### src/rtl/cbm_pkg.sv
package cbm_pkg;
  localparam int CBM_NCH = 8;
  localparam int CBM_CHW = 3;

  typedef enum logic [2:0] {
    ST_IDLE,
    ST_REQ,
    ST_GRANT,
    ST_REL_CMD,
    ST_REL_OE,
    ST_REL_MST
  } cbm_state_e;

  function automatic logic chan_ok(input logic [CBM_CHW-1:0] ch, input logic wide);
    if (wide) return (ch >= 3'd5);
    else      return (ch <= 3'd3);
  endfunction
endpackage

### src/rtl/cbm_sync.sv
module cbm_sync #(
  parameter int W      = 8,
  parameter int STAGES = 2,
  parameter logic RST_VAL = 1'b1
) (
  input  logic         clk,
  input  logic         rst_n,
  input  logic [W-1:0] d,
  output logic [W-1:0] q
);
  logic [W-1:0] chain [STAGES];

  generate
    for (genvar s = 0; s < STAGES; s++) begin : g_stage
      always_ff @(posedge clk or negedge rst_n) begin
        if (!rst_n) chain[s] <= {W{RST_VAL}};
        else if (s == 0) chain[s] <= d;
        else chain[s] <= chain[(s == 0) ? 0 : s-1];
      end
    end
  endgenerate

  assign q = chain[STAGES-1];
endmodule

### src/rtl/cbm_tenure.sv
module cbm_tenure #(
  parameter int LIMIT     = 112,
  parameter int OE_DELAY  = 1,
  parameter int CMD_DELAY = 2
) (
  input  logic clk,
  input  logic rst_n,
  input  logic run,
  output logic oe_ok,
  output logic cmd_ok,
  output logic last
);
  localparam int CW = $clog2(LIMIT + 1);
  localparam logic [CW-1:0] T_OE   = CW'(OE_DELAY);
  localparam logic [CW-1:0] T_CMD  = CW'(CMD_DELAY);
  localparam logic [CW-1:0] T_LAST = CW'(LIMIT - 3);

  logic [CW-1:0] t_q;

  always_ff @(posedge clk or negedge rst_n) begin
    if (!rst_n)            t_q <= '0;
    else if (!run)         t_q <= '0;
    else if (t_q != T_LAST) t_q <= t_q + 1'b1;
  end

  assign oe_ok  = run && (t_q >= T_OE);
  assign cmd_ok = run && (t_q >= T_CMD);
  assign last   = run && (t_q == T_LAST);
endmodule

### src/rtl/cbm_seq.sv
module cbm_seq
  import cbm_pkg::*;
(
  input  logic               clk,
  input  logic               rst_n,
  input  logic               xfer_req,
  input  logic [CBM_CHW-1:0] chan_sel,
  input  logic               wide16,
  input  logic               xfer_done,
  input  logic [CBM_NCH-1:0] ack_n_sync,
  input  logic               cmd_ok,
  input  logic               last,
  output cbm_state_e         state,
  output logic [CBM_CHW-1:0] ch_q,
  output logic               timeout_q,
  output logic               chan_err_q
);
  cbm_state_e nxt;
  logic       force_rel;
  logic       bad_ch;

  assign bad_ch    = (state == ST_IDLE) && xfer_req && !chan_ok(chan_sel, wide16);
  assign force_rel = (state == ST_GRANT) && last && !(xfer_done && cmd_ok);

  always_comb begin
    nxt = state;
    unique case (state)
      ST_IDLE:    if (xfer_req && chan_ok(chan_sel, wide16)) nxt = ST_REQ;
      ST_REQ: begin
        if (!xfer_req)             nxt = ST_IDLE;
        else if (!ack_n_sync[ch_q]) nxt = ST_GRANT;
      end
      ST_GRANT:   if ((xfer_done && cmd_ok) || last) nxt = ST_REL_CMD;
      ST_REL_CMD: nxt = ST_REL_OE;
      ST_REL_OE:  nxt = ST_REL_MST;
      ST_REL_MST: nxt = ST_IDLE;
      default:    nxt = ST_IDLE;
    endcase
  end

  always_ff @(posedge clk or negedge rst_n) begin
    if (!rst_n) begin
      state      <= ST_IDLE;
      ch_q       <= '0;
      timeout_q  <= 1'b0;
      chan_err_q <= 1'b0;
    end else begin
      state      <= nxt;
      timeout_q  <= force_rel;
      chan_err_q <= bad_ch;
      if (state == ST_IDLE && nxt == ST_REQ) ch_q <= chan_sel;
    end
  end
endmodule

### src/rtl/cbm_master.sv
module cbm_master
  import cbm_pkg::*;
#(
  parameter int TENURE_LIMIT = 112,
  parameter int OE_DELAY     = 1,
  parameter int CMD_DELAY    = 2,
  parameter int SYNC_STAGES  = 2
) (
  input  logic               clk,
  input  logic               rst_n,
  input  logic               xfer_req,
  input  logic [CBM_CHW-1:0] chan_sel,
  input  logic               wide16,
  input  logic               xfer_done,
  input  logic [CBM_NCH-1:0] dack_n,
  output logic [CBM_NCH-1:0] drq,
  output logic               master_n,
  output logic               drv_oe,
  output logic               cmd_en,
  output logic               timeout,
  output logic               chan_err
);
  logic [CBM_NCH-1:0] ack_n_sync;
  cbm_state_e         state;
  logic [CBM_CHW-1:0] ch_q;
  logic               run, oe_ok, cmd_ok, last;
  logic               drq_on;

  cbm_sync #(.W(CBM_NCH), .STAGES(SYNC_STAGES), .RST_VAL(1'b1)) u_sync (
    .clk(clk), .rst_n(rst_n), .d(dack_n), .q(ack_n_sync)
  );

  assign run = (state == ST_GRANT);

  cbm_tenure #(.LIMIT(TENURE_LIMIT), .OE_DELAY(OE_DELAY), .CMD_DELAY(CMD_DELAY)) u_ten (
    .clk(clk), .rst_n(rst_n), .run(run),
    .oe_ok(oe_ok), .cmd_ok(cmd_ok), .last(last)
  );

  cbm_seq u_seq (
    .clk(clk), .rst_n(rst_n), .xfer_req(xfer_req), .chan_sel(chan_sel),
    .wide16(wide16), .xfer_done(xfer_done), .ack_n_sync(ack_n_sync),
    .cmd_ok(cmd_ok), .last(last), .state(state), .ch_q(ch_q),
    .timeout_q(timeout), .chan_err_q(chan_err)
  );

  assign drq_on   = (state != ST_IDLE);
  assign master_n = !(state == ST_GRANT || state == ST_REL_CMD || state == ST_REL_OE);
  assign drv_oe   = oe_ok || (state == ST_REL_CMD);
  assign cmd_en   = cmd_ok;

  generate
    for (genvar i = 0; i < CBM_NCH; i++) begin : g_drq
      assign drq[i] = drq_on && (ch_q == CBM_CHW'(i));
    end
  endgenerate
endmodule

### config.mk
export PLATFORM = sky130hd
export DESIGN_NAME = cbm_master
export DESIGN_NICKNAME = d
export VERILOG_FILES = /design/src/rtl/cbm_pkg.sv /design/src/rtl/cbm_sync.sv /design/src/rtl/cbm_tenure.sv /design/src/rtl/cbm_seq.sv /design/src/rtl/cbm_master.sv
export SDC_FILE = /design/constraint.sdc
export NUM_CORES = 1
export LEC_CHECK = 0
export BUFFER_PORTS_ARGS = -buffer_cell sky130_fd_sc_hd__buf_2
export CELL_PAD_IN_SITES_DETAIL_PLACEMENT = 1
export CELL_PAD_IN_SITES_GLOBAL_PLACEMENT = 1
export CORE_ASPECT_RATIO = 2
export CORE_UTILIZATION = 25
export DETAILED_ROUTE_END_ITERATION = 8
export GPL_ROUTABILITY_DRIVEN = 1
export PLACE_DENSITY = 0.55
export SLEW_MARGIN = 20
export SYNTH_ARGS = -nofsm -noshare
export SYNTH_HDL_FRONTEND = slang
export SYNTH_SLANG_ARGS = --single-unit
### constraint.sdc
create_clock -name clk -period 2.2 [get_ports clk]
set_clock_uncertainty 0.05 [all_clocks]
set_input_delay 0.44 -clock clk [delete_from_list [all_inputs] [get_ports clk]]
set_output_delay 0.44 -clock clk [all_outputs]
set_load 0.02 [all_outputs]
==> run metrics, run 1 <==
Design Power=~1.7 mW; crit path capture type=output port; EDFF count, synth=0; grt ovf=0; Total Wirelength=2788 um; Critical path buffers and inverters=1; DR WL/cell=approximately 14 um; final setup vio count=0; drt first pass iters=3; Power Density=1082 nW/um^2; Synth top area share=32.46%; Final Critical Period=2.102 ns; Leak=roughly 0.7 nW; FP Rows=36; RSZ-0062 raised after global routing=false; Iter 0 DRT Violations=7; Slew headroom=54.51%; Max IR drop VDD=0.0004866 V; largest net degree at the start of global routing=32; syn_area_per_cell=12.22 sq um; CTS tree=yes; Worst Path Required=1.71 ns; initial antenna violation count=0; CTS H-Tree Depth=2; Multi-input gate area=about 480 sq um; Synth cell types=36; Chip Height=103.8 um; reg-to-reg critical path endpoint=u_ten.t_q[4]$_DFFE_PN0N_; flops & latches, synth=31; Syn Nets=125; Final Hold Fails=0; fin nets=158; Slowest-stage cell, CP=or3b_1; Fillers=around 560; CTS Buf Count=5; die span in x=52.89 um; worst reg-to-reg path cell count=6; clock-pin slew on the worst setup and hold paths=0.07 ns; count leader, synth=dfstp_2; Primary FF master, synth=dfstp_2; Seq/Total Area, Yosys=61.45%; Synth top cells by count=dfstp_2 (16), dfrtp_1 (15), nor2_1 (12); cells after synthesis=106; latest clock arrival within the worst-skew pair=0.28 ns; Final period util=95.53%; global-route wire length before repair=~4600 um; Via density=around 4.7; pin slew with the least headroom to its limit=0.6824 ns; # placed instances=189; FF-to-FF setup slack=0.46 ns; Critical Path AT=1.61 ns; gr usage total=between 10% and 20%; diodes inserted=0; filler-free cell count of the finished design=~200; Post-route DRC=0; Port Buffer Count=28; core box area=slightly below 5000 sq um; family with the most delay on the worst path=simple AND/OR/NAND/NOR gates; Antenna Violating Nets Remaining=0; Worst Setup SP=u_seq.state[1]$_DFF_PN0_; WP depth=3; clock root cell=clkbuf_8; fin worst setup slack=0.09845 ns; reg2reg start=u_ten.t_q[1]$_DFFE_PN0N_; Largest stage delay, worst path=0.52 ns; Yosys warning total=0; Pins Over Slew Limit=0; crit-path max FO=7; Longest Clk Path Bufs=2; Achievable Freq=roughly 0.48 GHz; final HPWL from detailed placement=between 2000 and 2500 um; Mapped Area=~1300 sq um; worst slack at placement=0.4210 ns; post-synth top area cell=dfstp_2; initial core utilization=26.38%; vias in the first global route=about 960; status=finished, final reports clean; setup TNS=0 ns; register area=795.8 sq um; area delta synth->final=22.03%; max-cap viol count=0; FFs w/ async S/R, synth=100.0%; clock net sink count=31; CP Launch Type=flip-flop; layout cells sized above 1=40.71%; gpl congestion=0.8000; die area=5489 sq um; Worst Hold Class=input port to asynchronous set/reset pin; worst setup path class=flip-flop to output port; via count=just over 900; Synth area leaders=dfstp_2 (32%), dfrtp_1 (29%), mux4_2 (3.5%), nor2_1 (3.5%), ha_1 (2.9%); worst-path cell chain=or3b_1 -> a21oi_2 -> buf_2; critical path capture point=cmd_en; # IOs=29
[worst min-delay path by stage]
stage	start	to	slack (ns)	cells after the start
after floorplan	rst_n	u_seq.ch_q[0]$_DFFE_PN0P_	0.09	0
after global placement	u_sync.chain[8]$_DFF_PN1_	u_sync.q[0]$_DFF_PN1_	0.30	0
after detailed placement	u_sync.chain[8]$_DFF_PN1_	u_sync.q[0]$_DFF_PN1_	0.30	0
after CTS	rst_n	u_ten.t_q[6]$_DFFE_PN0N_	0.16	1
after global routing	rst_n	u_ten.t_q[6]$_DFFE_PN0N_	0.19	1
final	rst_n	u_ten.t_q[6]$_DFFE_PN0N_	0.14	1
[final cells by class]
| class | instances | share of cell area (%) |
|---|---|---|
| clock inverter | 2 | 0.7918 |
| clock buffer | 6 | 4.592 |
| inverter | 2 | 0.4751 |
| timing repair buffer | 28 | 8.868 |
| sequential | 31 | 50.36 |
| tap | 57 | 4.513 |
| multi-input combinational | 71 | 30.40 |
[metal layers]
layer  routed length, um  track usage (%)  vias up
li1                    -                -      438
met1                1088            13.56      460
met2                1497            18.81       28
met3                 126            2.643        5
met4                  76            6.767        0
met5                   0                0        -
[state kept, by name, summed over array words and instances (netlist names)]
| signal | cells |
|---|---|
| u_sync.chain | 8 |
| u_seq.chan_err_q | 1 |
| u_seq.timeout_q | 1 |
| u_sync.q | 8 |
| u_seq.ch_q | 3 |
| u_seq.state | 3 |
| u_ten.t_q | 7 |
[cells by family (layout without fill, tap and decap cells)]
| logic type | after synthesis | count (layout) | synth area share, % |
|---|---|---|---|
| and+or+nand+nor | 45 | 45 | 18.55 |
| DFF | 31 | 31 | 61.45 |
| AOI/OAI and AO/OA | 15 | 15 | 6.957 |
| muxes | 6 | 6 | 6.956 |
| buffers and inverters | 4 | 38 | 1.836 |
| adders and majority gates | 3 | 3 | 2.899 |
| xor gates and xnor gates | 2 | 2 | 1.353 |
[power by group]
part	internal, mW	switching (mW)
sequential	0.659	0.105
combinational	0.224	0.286
clock	0.221	0.215
[stage by stage]
step,utilization (%),area [sq um],hold WS [ns]
after detailed placement,30.35,1490,0.2970
after floorplan,-,1295,0.09441
after global placement,30.35,1490,0.2964
final,32.19,1580,0.1440
after CTS,32.08,1575,0.1625
after global routing,32.19,1580,0.1882
[what timing repair did]
action	in CTS	in global routing
hold endpoints to repair	0	0
endpoints found under the setup margin	0	1
resized for setup	0	1
buffers inserted	0	0
hold buffers	0	0
[placed cells by master (no fill, tap or decap), drive strengths merged, types with 3 or more instances in the layout]
| cell type | netlist | routed |
|---|---|---|
| and3 | 3 | 3 |
| mux2 | 4 | 4 |
| ha | 3 | 3 |
| o21ai | 5 | 5 |
| dfrtp | 15 | 15 |
| nand2 | 5 | 5 |
| nand3 | 4 | 4 |
| nand2b | 3 | 3 |
| nor2 | 12 | 12 |
| dfstp | 16 | 16 |
| clkbuf | 0 | 6 |
| buf | 2 | 28 |
| a31oi | 3 | 3 |
| nor3 | 5 | 5 |
| a21oi | 4 | 4 |
Note: power is estimated with default switching activity, not from simulation.
==> run 2: changes to the inputs <==
- PLACE_DENSITY: 0.55 -> 0.57
- REMOVE_ABC_BUFFERS: default -> 1
- clock period: 2.2 -> 1.7 ns (I/O delays scaled with it)
==> run metrics, run 2 (same netlist as run 1, synthesis figures left out) <==
# IOs=29; reg-to-reg critical path endpoint=u_seq.state[0]$_DFF_PN0_; reg2reg start=u_ten.t_q[5]$_DFFE_PN0N_; clock-pin slew on the worst setup and hold paths=0.08 ns; fin area=1937 sq um; Design Power=2.807 mW; final setup vio count=10; diodes inserted=0; global routing's busiest layer=met2; final HPWL from detailed placement=between 2000 and 2500 um; Final period util=109.1%; grt ovf=0; met3 global-route usage=between 2 and 2.5%; RSZ-0062 raised after global routing=true; Longest Clk Path Bufs=2; failing checks=negative setup slack; core box area=between 4000 and 5000 sq um; area delta synth->final=49.57%; CTS Buf Count=5; Power Density=1449 nW/um^2; DR WL/cell=between 15 and 20 um; Total Wirelength=3331 um; FF-to-FF setup slack=0.01 ns; fin nets=178; largest net degree at the start of global routing=32; Slew headroom=55.10%; Worst Path Required=1.31 ns; CTS tree=yes; status=finished with violations; Post-DP Area=approximately 1600 sq um; Port Buffer Count=28; via count=just over 1,000; Final Hold Fails=0; commonest non-fill, non-tap cell in the layout=buf_2; fin worst setup slack=-0.1554 ns; final core occ=39.45%; die area=5489 sq um; CP Launch Type=flip-flop; FP Rows=36; critical path capture point=cmd_en; clock net sink count=31; pin slew with the least headroom to its limit=0.6735 ns; gpl congestion=0.9039; worst setup path class=flip-flop to output port; layout cells sized above 1=60.00%; routing usage on met1=13.34%; vias in the first global route=1,164; Worst Setup SP=u_seq.state[1]$_DFF_PN0_; Max IR drop VDD=between 0.0007 and 0.0008 V; gr usage total=13.56%; Worst Hold Class=input port to asynchronous set/reset pin; Chip Height=103.8 um; global-route wire length before repair=5382 um; die span in x=52.89 um; crit path capture type=output port; worst reg-to-reg path cell count=8; crit-path max FO=3; initial core utilization=26.38%; Antenna Violating Nets Remaining=0; Final Critical Period=1.855 ns; drt first pass iters=4; Via density=4.756; Leak=0.8829 nW; max-cap viol count=0; Critical Path AT=1.47 ns; Fillers=546; initial antenna violation count=0; Achievable Freq=0.5390 GHz; clock root cell=clkbuf_8; Post-route DRC=0; CTS H-Tree Depth=2; met2 Use GR=24.41%; latest clock arrival within the worst-skew pair=slightly below 0.3 ns; Pins Over Slew Limit=0; most frequent cells in the layout=buf_2 (21), buf_4 (20), dfstp_2 (16); Iter 0 DRT Violations=6
run 2: changes by cell type in the layout (fill, tap and decap cells not counted), sizes merged:
cell	before	now
buf	28	48
clkinv	1	2
clkinvlp	1	0
run 2: metal layers:
layer / routed length, um / vias up
li1: - / 478
met1: 1152 / 511
met2: 1937 / 34
met3: 138 / 9
met4: 102 / 0
met5: 0 / -
run 2: how the worst min path moves through the flow:
stage | end | slack, ns | depth (start not counted)
2_1_floorplan | u_seq.ch_q[0]$_DFFE_PN0P_ | -0.006 | 0
3_3_place_gp | u_sync.q[4]$_DFF_PN1_ | 0.30 | 0
3_5_place_dp | u_sync.q[4]$_DFF_PN1_ | 0.30 | 0
4_1_cts | u_seq.timeout_q$_DFF_PN0_ | 0.07 | 1
5_1_grt | u_sync.chain[8]$_DFF_PN1_ | 0.08 | 1
6_report | u_ten.t_q[1]$_DFFE_PN0N_ | 0.03 | 1
run 2: metrics by stage:
stage,setup TNS (ns),setup slack (ns),instances,hold slack [ns]
4_1_cts,-1.032,-0.1586,215,0.06956
6_report,-0.8929,-0.1554,217,0.03167
3_5_place_dp,-0.009401,-0.009401,197,0.2975
5_1_grt,-1.688,-0.2079,217,0.08450
3_3_place_gp,0,0.09830,197,0.2968
2_1_floorplan,0,0.06993,104,-0.005591
run 2: cell type report:
class / count / area (sq um) / area share (%)
clock inverter: 2 / 13.76 / 0.7106
tap: 57 / 71.32 / 3.682
timing repair buffer: 48 / 334.1 / 17.25
inverter: 2 / 7.507 / 0.3876
multi-input combinational: 71 / 616.8 / 31.85
clock buffer: 6 / 93.84 / 4.845
sequential: 31 / 799.5 / 41.28
run 2: power by group:
group	total, mW	internal (mW)	switching, mW
logic	1.17	0.605	0.561
registers	0.964	0.854	0.110
clock network	0.676	0.377	0.299
total	2.81	1.84	0.970
run 2: critical path, stage by stage (launching register included):
cell and delay [ns]:
dfrtp_1 0.39, buf_6 0.11, or3b_4 0.39, a21oi_4 0.15
buf_6 0.14
run 2: what timing repair did:
item,CTS,global route
setup buffers,10,3
setup endpoints to repair,13,14
pin swaps,5,6
gates resized for setup,27,17
hold buffers,0,0
==> run 3: changes to the inputs <==
- MAX_ROUTING_LAYER: default -> met4
==> run metrics, run 3 (same netlist as run 1, synthesis figures left out) <==
status=finished with violations; failing checks=negative setup slack; hold slack final=0.03274 ns; Achievable Freq=between 0.5 and 0.6 GHz; clock-pin slew on the worst setup and hold paths=0.08 ns; clock net sink count=31; initial antenna violation count=0; Top Metal Used=met4; global-route wire length before repair=between 5000 and 6000 um; Post-CTS Hold Fix Bufs=0; Leak=0.8829 nW; final HPWL from detailed placement=2329 um; area delta synth->final=49.57%; diodes inserted=0; layout cells sized above 1=60.00%; Critical Path AT=1.46 ns; Port Buffer Count=28; Pins Over Slew Limit=0; Largest stage delay, worst path=0.39 ns; pin slew with the least headroom to its limit=0.6760 ns; reg2reg start=u_seq.state[1]$_DFF_PN0_; # IOs=29; CTS H-Tree Depth=2; Worst Path Required=between 1 and 1.5 ns; Iter 0 DRT Violations=12; vias in the first global route=1,159; fin area=1937 sq um; crit path capture type=output port; most used cell, CP=buf_6; Chip Height=~100 um; metal2 WL=1968 um; gr usage total=13.92%; RSZ-0062 raised after global routing=true; core box area=4910 sq um; most frequent cells in the layout=buf_2 (21), buf_4 (20), dfstp_2 (16); clock root cell=clkbuf_8; gpl congestion=0.9194; Final period util=109.1%; fin worst setup slack=-0.1540 ns; Total Wirelength=between 3000 and 4000 um; DR WL/cell=15.41 um; commonest non-fill, non-tap cell in the layout=buf_2; drt first pass iters=4; worst-path cell chain=buf_6 -> or3b_4 -> a21oi_4 -> buf_6; grt ovf=0; FP Rows=36; Post-DP Area=roughly 1600 sq um; CTS tree=yes; die span in x=roughly 53 um; Post-Route M1 WL=1170 um; Final Hold Fails=0; Worst Hold Class=input port to asynchronous set/reset pin; Via density=4.756; Power Density=1450 nW/um^2; via count=1,032; Max IR drop VDD=between 0.0007 and 0.0008 V; Fillers=546; Antenna Violating Nets Remaining=0; CTS Buf Count=5; Slew headroom=between 50% and 60%; Longest Clk Path Bufs=2; Slowest-stage cell, CP=dfrtp_1; Post-route DRC=0; die area=5489 sq um; CP Launch Type=flip-flop; max-cap viol count=0; Design Power=2.809 mW; Worst Setup SP=u_seq.state[1]$_DFF_PN0_; crit-path max FO=3; Final Critical Period=1.854 ns; final setup vio count=10; worst setup path class=flip-flop to output port; met3 WL=roughly 120 um; latest clock arrival within the worst-skew pair=about 0.29 ns; largest net degree at the start of global routing=32; initial core utilization=26.38%; fin nets=178
[run 3: cell counts in the layout (fill, tap and decap cells not counted)]
Identical to the previous run, type by type.
[run 3: worst max-delay path, delay by kind of cell, from the launching register on]
family                 cells  cell delay, ns
buffers and inverters      2            0.25
AO/OA/AOI/OAI              1            0.15
AND/OR/NAND/NOR            1            0.39
flip-flops                 1            0.39
[run 3: layer usage]
| metal | vias to the layer above | GRT usage [%] |
|---|---|---|
| li1 | 480 | - |
| met1 | 514 | 13.34 |
| met2 | 30 | 24.41 |
| met3 | 8 | 2.203 |
| met4 | 0 | 8.271 |
| met5 | - | - |
[run 3: area by class of cell]
cell class | instances | area [sq um] | area share [%]
tap | 57 | 71.32 | 3.682
multi-input combinational | 71 | 616.8 | 31.85
timing repair buffer | 48 | 334.1 | 17.25
sequential | 31 | 799.5 | 41.28
clock inverter | 2 | 13.76 | 0.7106
clock buffer | 6 | 93.84 | 4.845
inverter | 2 | 7.507 | 0.3876
[run 3: through the flow]
step / setup TNS (ns) / std cells / setup WS [ns] / util, %
2_1_floorplan: 0 / 104 / 0.06993 / -
3_3_place_gp: 0 / 197 / 0.09830 / 31.57
3_5_place_dp: -0.009401 / 197 / -0.009401 / 31.57
4_1_cts: -1.032 / 215 / -0.1586 / 37.64
5_1_grt: -1.688 / 217 / -0.2076 / 39.45
6_report: -0.9121 / 217 / -0.1540 / 39.45
[run 3: what timing repair did]
action	CTS	global route
pin swaps	5	6
buffers inserted	10	3
setup endpoints to repair	13	14
resized for setup	27	17
[run 3: where the power goes]
part / total, mW / internal (mW) / switching [mW]
Sequential: 0.965 / 0.854 / 0.110
Clock: 0.677 / 0.377 / 0.300
Combinational: 1.17 / 0.605 / 0.562
Total: 2.81 / 1.84 / 0.972
[run 3: path summary, 6_finish.rpt]
path                                         endpoint  slack (ns)  cells after the start
min reg2reg                     u_sync.q[0]$_DFF_PN1_        0.31                      0
min in group clk           u_sync.chain[14]$_DFF_PN1_        0.10                      1
max                                            cmd_en       -0.15                      4
min                          u_ten.t_q[1]$_DFFE_PN0N_        0.03                      1
max in group asynchronous    u_ten.t_q[5]$_DFFE_PN0N_        1.08                      1
max reg2reg                 u_seq.timeout_q$_DFF_PN0_        0.02                      8
